<file path="src/rtl/issue_xcheck_pkg.sv">
package issue_xcheck_pkg;

  // Why a slot stops the issue group; NONE means the slot may issue.
  typedef enum logic [2:0] {
    STOP_NONE,
    STOP_HOLD,
    STOP_EMPTY,
    STOP_LDUSE,
    STOP_RAW,
    STOP_MEMPORT,
    STOP_DIVUNIT
  } stop_cause_e;

endpackage

</file>
<file path="src/rtl/xchk_rst_sync.sv">
module xchk_rst_sync (
  input  logic clk,
  input  logic rst_n,
  output logic rst_sync_n
);

  logic stage1_q;
  logic stage2_q;

  // Assert asynchronously, release after two clock edges.
  always_ff @(posedge clk or negedge rst_n) begin
    if (!rst_n) begin
      stage1_q <= 1'b0;
      stage2_q <= 1'b0;
    end else begin
      stage1_q <= 1'b1;
      stage2_q <= stage1_q;
    end
  end

  assign rst_sync_n = stage2_q;

endmodule

</file>
<file path="src/rtl/xchk_raw_matrix.sv">
// Triangular cross-check of younger sources against older destinations.
// Younger port index k holds slot k+1; older port index k holds slot k.
module xchk_raw_matrix #(
  parameter int WIDTH = 4,
  parameter int REG_W = 5
) (
  input  logic [WIDTH-2:0]            old_valid,
  input  logic [WIDTH-2:0]            old_wen,
  input  logic [WIDTH-2:0][REG_W-1:0] old_dst,
  input  logic [WIDTH-2:0]            yng_valid,
  input  logic [WIDTH-2:0][REG_W-1:0] yng_src_a,
  input  logic [WIDTH-2:0][REG_W-1:0] yng_src_b,
  output logic [WIDTH-1:0]            raw_hit
);

  logic [WIDTH-2:0] writer;

  // An older slot only matters if it is present and writes a real register.
  for (genvar gw = 0; gw < WIDTH-1; gw++) begin : g_writer
    assign writer[gw] = old_valid[gw] & old_wen[gw] & (old_dst[gw] != '0);
  end

  // Slot 0 has no older slot in its group.
  assign raw_hit[0] = 1'b0;

  for (genvar gj = 1; gj < WIDTH; gj++) begin : g_younger
    logic [gj-1:0] pair_hit;
    for (genvar gi = 0; gi < gj; gi++) begin : g_older
      assign pair_hit[gi] = writer[gi] & yng_valid[gj-1] &
                            ((old_dst[gi] == yng_src_a[gj-1]) |
                             (old_dst[gi] == yng_src_b[gj-1]));
    end
    assign raw_hit[gj] = |pair_hit;
  end

endmodule

</file>
<file path="src/rtl/xchk_struct.sv">
// Flags each slot that would need more units of one kind than LIMIT.
module xchk_struct #(
  parameter int WIDTH = 4,
  parameter int LIMIT = 1
) (
  input  logic [WIDTH-1:0] valid,
  input  logic [WIDTH-1:0] use_unit,
  output logic [WIDTH-1:0] over
);

  logic [WIDTH-1:0] claim;

  assign claim = valid & use_unit;

  if (LIMIT == 1) begin : g_single
    // One unit: any older claim blocks, a plain prefix OR.
    logic [WIDTH-1:0] older_any;
    assign older_any[0] = 1'b0;
    for (genvar gj = 1; gj < WIDTH; gj++) begin : g_pref
      assign older_any[gj] = older_any[gj-1] | claim[gj-1];
    end
    assign over = use_unit & older_any;
  end else begin : g_multi
    // Several units: running count of older claims.
    always_comb begin
      int seen;
      seen = 0;
      for (int j = 0; j < WIDTH; j++) begin
        over[j] = use_unit[j] && (seen >= LIMIT);
        if (claim[j]) seen = seen + 1;
      end
    end
  end

endmodule

</file>
<file path="src/rtl/xchk_lduse.sv">
// Keeps the destinations of loads issued last active cycle and flags readers.
module xchk_lduse #(
  parameter int WIDTH = 4,
  parameter int REG_W = 5,
  parameter int CNT_W = 3
) (
  input  logic                       clk,
  input  logic                       rst_n,
  input  logic                       hold_all,
  input  logic [CNT_W-1:0]           issue_cnt,
  input  logic [WIDTH-1:0]           valid,
  input  logic [WIDTH-1:0]           wen,
  input  logic [WIDTH-1:0]           load,
  input  logic [WIDTH-1:0][REG_W-1:0] dst,
  input  logic [WIDTH-1:0][REG_W-1:0] src_a,
  input  logic [WIDTH-1:0][REG_W-1:0] src_b,
  output logic [WIDTH-1:0]           lduse_hit
);

  logic [WIDTH-1:0]            live_q;
  logic [WIDTH-1:0]            live_d;
  logic [WIDTH-1:0][REG_W-1:0] rdst_q;
  logic [WIDTH-1:0][REG_W-1:0] rdst_d;
  logic                        rec_en;

  // Frozen pipeline keeps the load in execute, so the record holds.
  assign rec_en = ~hold_all;

  always_comb begin
    for (int i = 0; i < WIDTH; i++) begin
      live_d[i] = (i < int'(issue_cnt)) && valid[i] && load[i] &&
                  wen[i] && (dst[i] != '0);
      rdst_d[i] = dst[i];
    end
  end

  always_ff @(posedge clk or negedge rst_n) begin
    if (!rst_n) begin
      live_q <= '0;
    end else if (rec_en) begin
      live_q <= live_d;
    end
  end

  always_ff @(posedge clk) begin
    if (rec_en) begin
      rdst_q <= rdst_d;
    end
  end

  for (genvar gj = 0; gj < WIDTH; gj++) begin : g_reader
    logic [WIDTH-1:0] hit_vec;
    for (genvar gi = 0; gi < WIDTH; gi++) begin : g_rec
      assign hit_vec[gi] = live_q[gi] &
                           ((rdst_q[gi] == src_a[gj]) |
                            (rdst_q[gi] == src_b[gj]));
    end
    assign lduse_hit[gj] = |hit_vec;
  end

endmodule

</file>
<file path="src/rtl/issue_xcheck.sv">
module issue_xcheck
  import issue_xcheck_pkg::*;
#(
  parameter int WIDTH     = 4,
  parameter int REG_W     = 5,
  parameter int MEM_PORTS = 1,
  parameter int DIV_UNITS = 1,
  localparam int CNT_W    = $clog2(WIDTH + 1)
) (
  input  logic                        clk,
  input  logic                        rst_n,
  input  logic                        hold_all,
  input  logic [WIDTH-1:0]            grp_valid,
  input  logic [WIDTH-1:0][REG_W-1:0] grp_src_a,
  input  logic [WIDTH-1:0][REG_W-1:0] grp_src_b,
  input  logic [WIDTH-1:0][REG_W-1:0] grp_dst,
  input  logic [WIDTH-1:0]            grp_wen,
  input  logic [WIDTH-1:0]            grp_load,
  input  logic [WIDTH-1:0]            grp_store,
  input  logic [WIDTH-1:0]            grp_div,
  output logic [CNT_W-1:0]            issue_cnt
);

  logic             rst_sync_n;
  logic [WIDTH-1:0] raw_hit;
  logic [WIDTH-1:0] lduse_hit;
  logic [WIDTH-1:0] mem_over;
  logic [WIDTH-1:0] div_over;
  logic [WIDTH-1:0] mem_use;
  logic [CNT_W-1:0] cnt_d;
  stop_cause_e      slot_cause [WIDTH];

  assign mem_use = grp_load | grp_store;

  xchk_rst_sync u_rst_sync (
    .clk        (clk),
    .rst_n      (rst_n),
    .rst_sync_n (rst_sync_n)
  );

  xchk_raw_matrix #(
    .WIDTH (WIDTH),
    .REG_W (REG_W)
  ) u_raw (
    .old_valid (grp_valid[WIDTH-2:0]),
    .old_wen   (grp_wen[WIDTH-2:0]),
    .old_dst   (grp_dst[WIDTH-2:0]),
    .yng_valid (grp_valid[WIDTH-1:1]),
    .yng_src_a (grp_src_a[WIDTH-1:1]),
    .yng_src_b (grp_src_b[WIDTH-1:1]),
    .raw_hit   (raw_hit)
  );

  xchk_lduse #(
    .WIDTH (WIDTH),
    .REG_W (REG_W),
    .CNT_W (CNT_W)
  ) u_lduse (
    .clk       (clk),
    .rst_n     (rst_sync_n),
    .hold_all  (hold_all),
    .issue_cnt (cnt_d),
    .valid     (grp_valid),
    .wen       (grp_wen),
    .load      (grp_load),
    .dst       (grp_dst),
    .src_a     (grp_src_a),
    .src_b     (grp_src_b),
    .lduse_hit (lduse_hit)
  );

  xchk_struct #(
    .WIDTH (WIDTH),
    .LIMIT (MEM_PORTS)
  ) u_mem (
    .valid    (grp_valid),
    .use_unit (mem_use),
    .over     (mem_over)
  );

  xchk_struct #(
    .WIDTH (WIDTH),
    .LIMIT (DIV_UNITS)
  ) u_div (
    .valid    (grp_valid),
    .use_unit (grp_div),
    .over     (div_over)
  );

  // Per-slot verdict; any reason other than NONE stops the group there.
  always_comb begin
    for (int j = 0; j < WIDTH; j++) begin
      if (hold_all)          slot_cause[j] = STOP_HOLD;
      else if (!grp_valid[j]) slot_cause[j] = STOP_EMPTY;
      else if (lduse_hit[j]) slot_cause[j] = STOP_LDUSE;
      else if (raw_hit[j])   slot_cause[j] = STOP_RAW;
      else if (mem_over[j])  slot_cause[j] = STOP_MEMPORT;
      else if (div_over[j])  slot_cause[j] = STOP_DIVUNIT;
      else                   slot_cause[j] = STOP_NONE;
    end
  end

  // In-order: the count runs up to the first stopping slot.
  always_comb begin
    logic blocked;
    blocked = 1'b0;
    cnt_d   = '0;
    for (int j = 0; j < WIDTH; j++) begin
      if (!blocked) begin
        if (slot_cause[j] == STOP_NONE) cnt_d = CNT_W'(j + 1);
        else                            blocked = 1'b1;
      end
    end
  end

  assign issue_cnt = cnt_d;

endmodule

</file>
<file path="config.mk">
export PLATFORM = sky130hd
export DESIGN_NAME = issue_xcheck
export DESIGN_NICKNAME = d
export VERILOG_FILES = /design/src/rtl/issue_xcheck_pkg.sv /design/src/rtl/xchk_rst_sync.sv /design/src/rtl/xchk_raw_matrix.sv /design/src/rtl/xchk_struct.sv /design/src/rtl/xchk_lduse.sv /design/src/rtl/issue_xcheck.sv
export SDC_FILE = /design/constraint.sdc
export NUM_CORES = 1
export LEC_CHECK = 0
export ABC_AREA = 0
export BUFFER_PORTS_ARGS = -buffer_cell sky130_fd_sc_hd__buf_4
export CAP_MARGIN = 30
export CORE_MARGIN = 2
export CORE_UTILIZATION = 55
export CTS_CLUSTER_DIAMETER = 100
export DETAILED_ROUTE_END_ITERATION = 8
export PLACE_DENSITY_LB_ADDON = 0.1
export SETUP_SLACK_MARGIN = 0.5
export SKIP_CTS_REPAIR_TIMING = 1
export SLEW_MARGIN = 30
export SYNTH_ARGS = -nofsm -noshare
export SYNTH_HDL_FRONTEND = slang
export SYNTH_SLANG_ARGS = --single-unit
export TNS_END_PERCENT = 100
</file>
<file path="constraint.sdc">
create_clock -name clk -period 3.6 [get_ports clk]
set_clock_uncertainty 0.2 [all_clocks]
set_input_delay 0.54 -clock clk [delete_from_list [all_inputs] [get_ports clk]]
set_output_delay 0.54 -clock clk [all_outputs]
set_load 0.05 [all_outputs]
</file>
==> impl_metrics.yaml <==
outcome:
  status: "completed"
setup_path:
  path_class: "flip-flop to primary output"
  cp.arrival_ns: 2.61
  r2r_cells: 9
  r2r-end: "u_lduse.live_q[2]"
  crit_required_ns: 2.86
  critPathCaptureType: "primary output"
  reg2reg_from: "u_lduse.rdst_q[12]"
  rrSetupSlack_ns: 0.87
  critical_path.startpoint_type: "flip-flop"
  cp_max_fo: 8
worst_hold_path:
  hold_class: "flip-flop to flip-flop"
  hold_start: "u_rst_sync.stage1_q"
  holdPathEnd: "u_rst_sync.rst_sync_n"
  min_path_cells: 0
grt:
  antenna_found_initial: 0
  grt_pass1_vias: 3250
  grt.overflow.total: 0
  grt_pass1_wl_mm: 17.7
  grt_start_max_net_pins: 22
  grtUsageTotal: 0.309
pwr:
  power.share.clock: 0.210
  p_per_area_nw_per_um2: 262
  p_seq_frac: 0.344
  netSwitchingFraction: 0.358
  irDropWorstVdd_uv: 241
  p_comb_frac: 0.446
  p_sw_uw: 440
  leakagePower_nw: 1.68
  power.internal_uw: 791
synth:
  synth_nets: 556
  ys.flop_type: "edfxtp_1"
  yosysMostFrequentCell: "xnor2_1"
  synth_top_area_share: 0.372
  async_reset_ff_frac: 0.231
  syn_inst: 473
  yosys.area.top_type: "xnor2_1"
  ys_seq_area_frac: 0.194
  ys_warn_count: 0
  synth_area_leaders: "xnor2_1, edfxtp_1, xor2_1, nand3_1, dfrtp_1"
  synth_commonest_cells: "xnor2_1, xor2_1, nand3_1"
  syn_area_sq_um: 3860
  synth-edff-count: 20
  syn_area_per_cell_sq_um: 8.17
  ys_ff_latch: 26
  ys_types: 40
layout:
  layout-drive-gt1-share: 0.233
  area_growth_syn_to_layout_pct: 21.6
  final_area_sq_um: 4700
  register_area_sq_um: 751
  diodes: 0
  fillerInstances: 555
  multi_input_area_sq_um: 2840
  final_nets: 608
clock_tree:
  htree_levels: 1
  clock-sinks: 26
  cts_tree: "done"
  insertion_delay_ns: 0.29
  clockBufferDepth: 2
  path_clk_slew_ns: 0.11
  root_buffer: "clkbuf_8"
  cts_buffers: 3
placed_design:
  pre_cts_ws_ns: 0.237
  dpl.hpwl_mm: 8.81
  placed_cell_area_sq_um: 4390
  place.gp.congestion: 0.942
  port_buffers: 85
routing:
  routedWlPerCell_microns: 20.1
  drtIter0Drc: 246
  drtPass1Iterations: 6
  wirelength_mm: 12.5
  vias_per_cell: 5.88
  antenna_left: 0
  vias: 3645
  drc: 0
sta:
  setup_viol_count_final: 0
  slew_violations: 0
  max_slew.worst_pin.slew_ns: 0.644
  final_hold_viol_count: 0
  max_freq_mhz: 298
  finalCritPeriodShare: 0.932
  fin_tns_setup_ns: 0
  relSlewSlack: 0.571
  fin_crit_ns: 3.35
  setup_ws_ns: 0.246
  rsz0062_at_grt: "yes"
floorplanning:
  io_pins: 86
  num_rows: 30
  core_area_sq_um: 6790
  die-area_sq_um: 7710
  die_h_microns: 87.8
  die_w_microns: 87.8
  start_util: 0.569
job:
  maxCapViolCount: 0
critical path, cell delays in order (launching register included):
cell and delay (ns):
edfxtp_1 0.62, buf_4 0.24, xor2_1 0.15, nor4_1 0.34, nand3_1 0.11, and4_1 0.22
nand4_1 0.19, nor4_4 0.09, nor3_4 0.18, buf_6 0.18
cells by family (layout without fill, tap and decap cells):
kind of cell	Yosys count	after routing	synth area share
AO/OA/AOI/OAI	43	43	0.0758
XOR/XNOR	220	220	0.499
buffers and inverters	70	121	0.0790
flip-flops	26	26	0.194
other	1	1	0.000971
AND/OR/NAND/NOR	113	113	0.151
flip-flops by register name, summed over array words and instances (netlist names):
name and count:
u_lduse.live_q 4, u_rst_sync.rst_sync_n 1, u_rst_sync.stage1_q 1, u_lduse.rdst_q 20
layout make-up:
type	count	share of cell area
repair buffers	112	0.190
well taps	96	0.0256
clock buffers	3	0.00879
inverters	5	0.00480
clock inverters	1	0.00639
flip-flops and latches	26	0.160
multi-input cells	377	0.605
metal layers:
layer  vias up  GRT usage  part of all wire
met1      1721      0.403              0.41
li1       1653          -                 -
met2       219      0.523              0.48
met5         -          0                 0
met3        52     0.0396             0.078
met4         0      0.112             0.038
power groups by stage:
stage | Sequential [mW] | Clock [mW] | Combinational [mW]
after floorplan | 0.356 | 0 | 0.424
after global placement | 0.441 | 0 | 0.475
after detailed placement | 0.441 | 0 | 0.489
after CTS | 0.435 | 0.256 | 0.492
after global routing | 0.421 | 0.270 | 0.592
final | 0.423 | 0.259 | 0.549
cells in the final DEF, fill, tap and decap left out, types with 2 or more instances in the layout:
cell	instances
a22o_1	2
a31oi_1	2
buf_12	3
xor2_1	56
or3_1	2
nor3_1	14
a22oi_1	3
a21oi_1	3
and3_1	2
dfrtp_1	6
a32o_1	2
nand4_1	4
buf_4	105
dlygate4sd3_1	2
o21ai_0	8
edfxtp_1	20
clkbuf_8	3
nand2_1	25
nand3_1	45
o311a_1	2
o22ai_1	12
buf_6	2
xnor2_1	164
nor4_1	8
nor2_1	5
inv_1	4
worst max path at each step:
stage / start / to / slack (ns) / depth (start not counted)
after floorplan: grp_dst[0] / issue_cnt[1] / 0.11 / 8
after global placement: grp_dst[0] / issue_cnt[0] / 0.28 / 9
after detailed placement: grp_dst[0] / issue_cnt[0] / 0.24 / 9
after CTS: grp_dst[0] / issue_cnt[0] / 0.23 / 9
after global routing: u_lduse.rdst_q[12] / issue_cnt[1] / 0.15 / 9
final: u_lduse.rdst_q[12] / issue_cnt[1] / 0.25 / 9
through the flow:
step / cells / hold WS [ns] / total power [mW] / utilization
floorplan: 473 / -0.160 / 0.780 / -
global placement: 592 / -0.112 / 0.915 / 0.646
detailed placement: 592 / -0.113 / 0.931 / 0.646
CTS: 596 / -0.176 / 1.18 / 0.656
global route: 620 / 0.167 / 1.28 / 0.691
finish: 620 / 0.160 / 1.23 / 0.691
(Power assumes the default switching activity.)
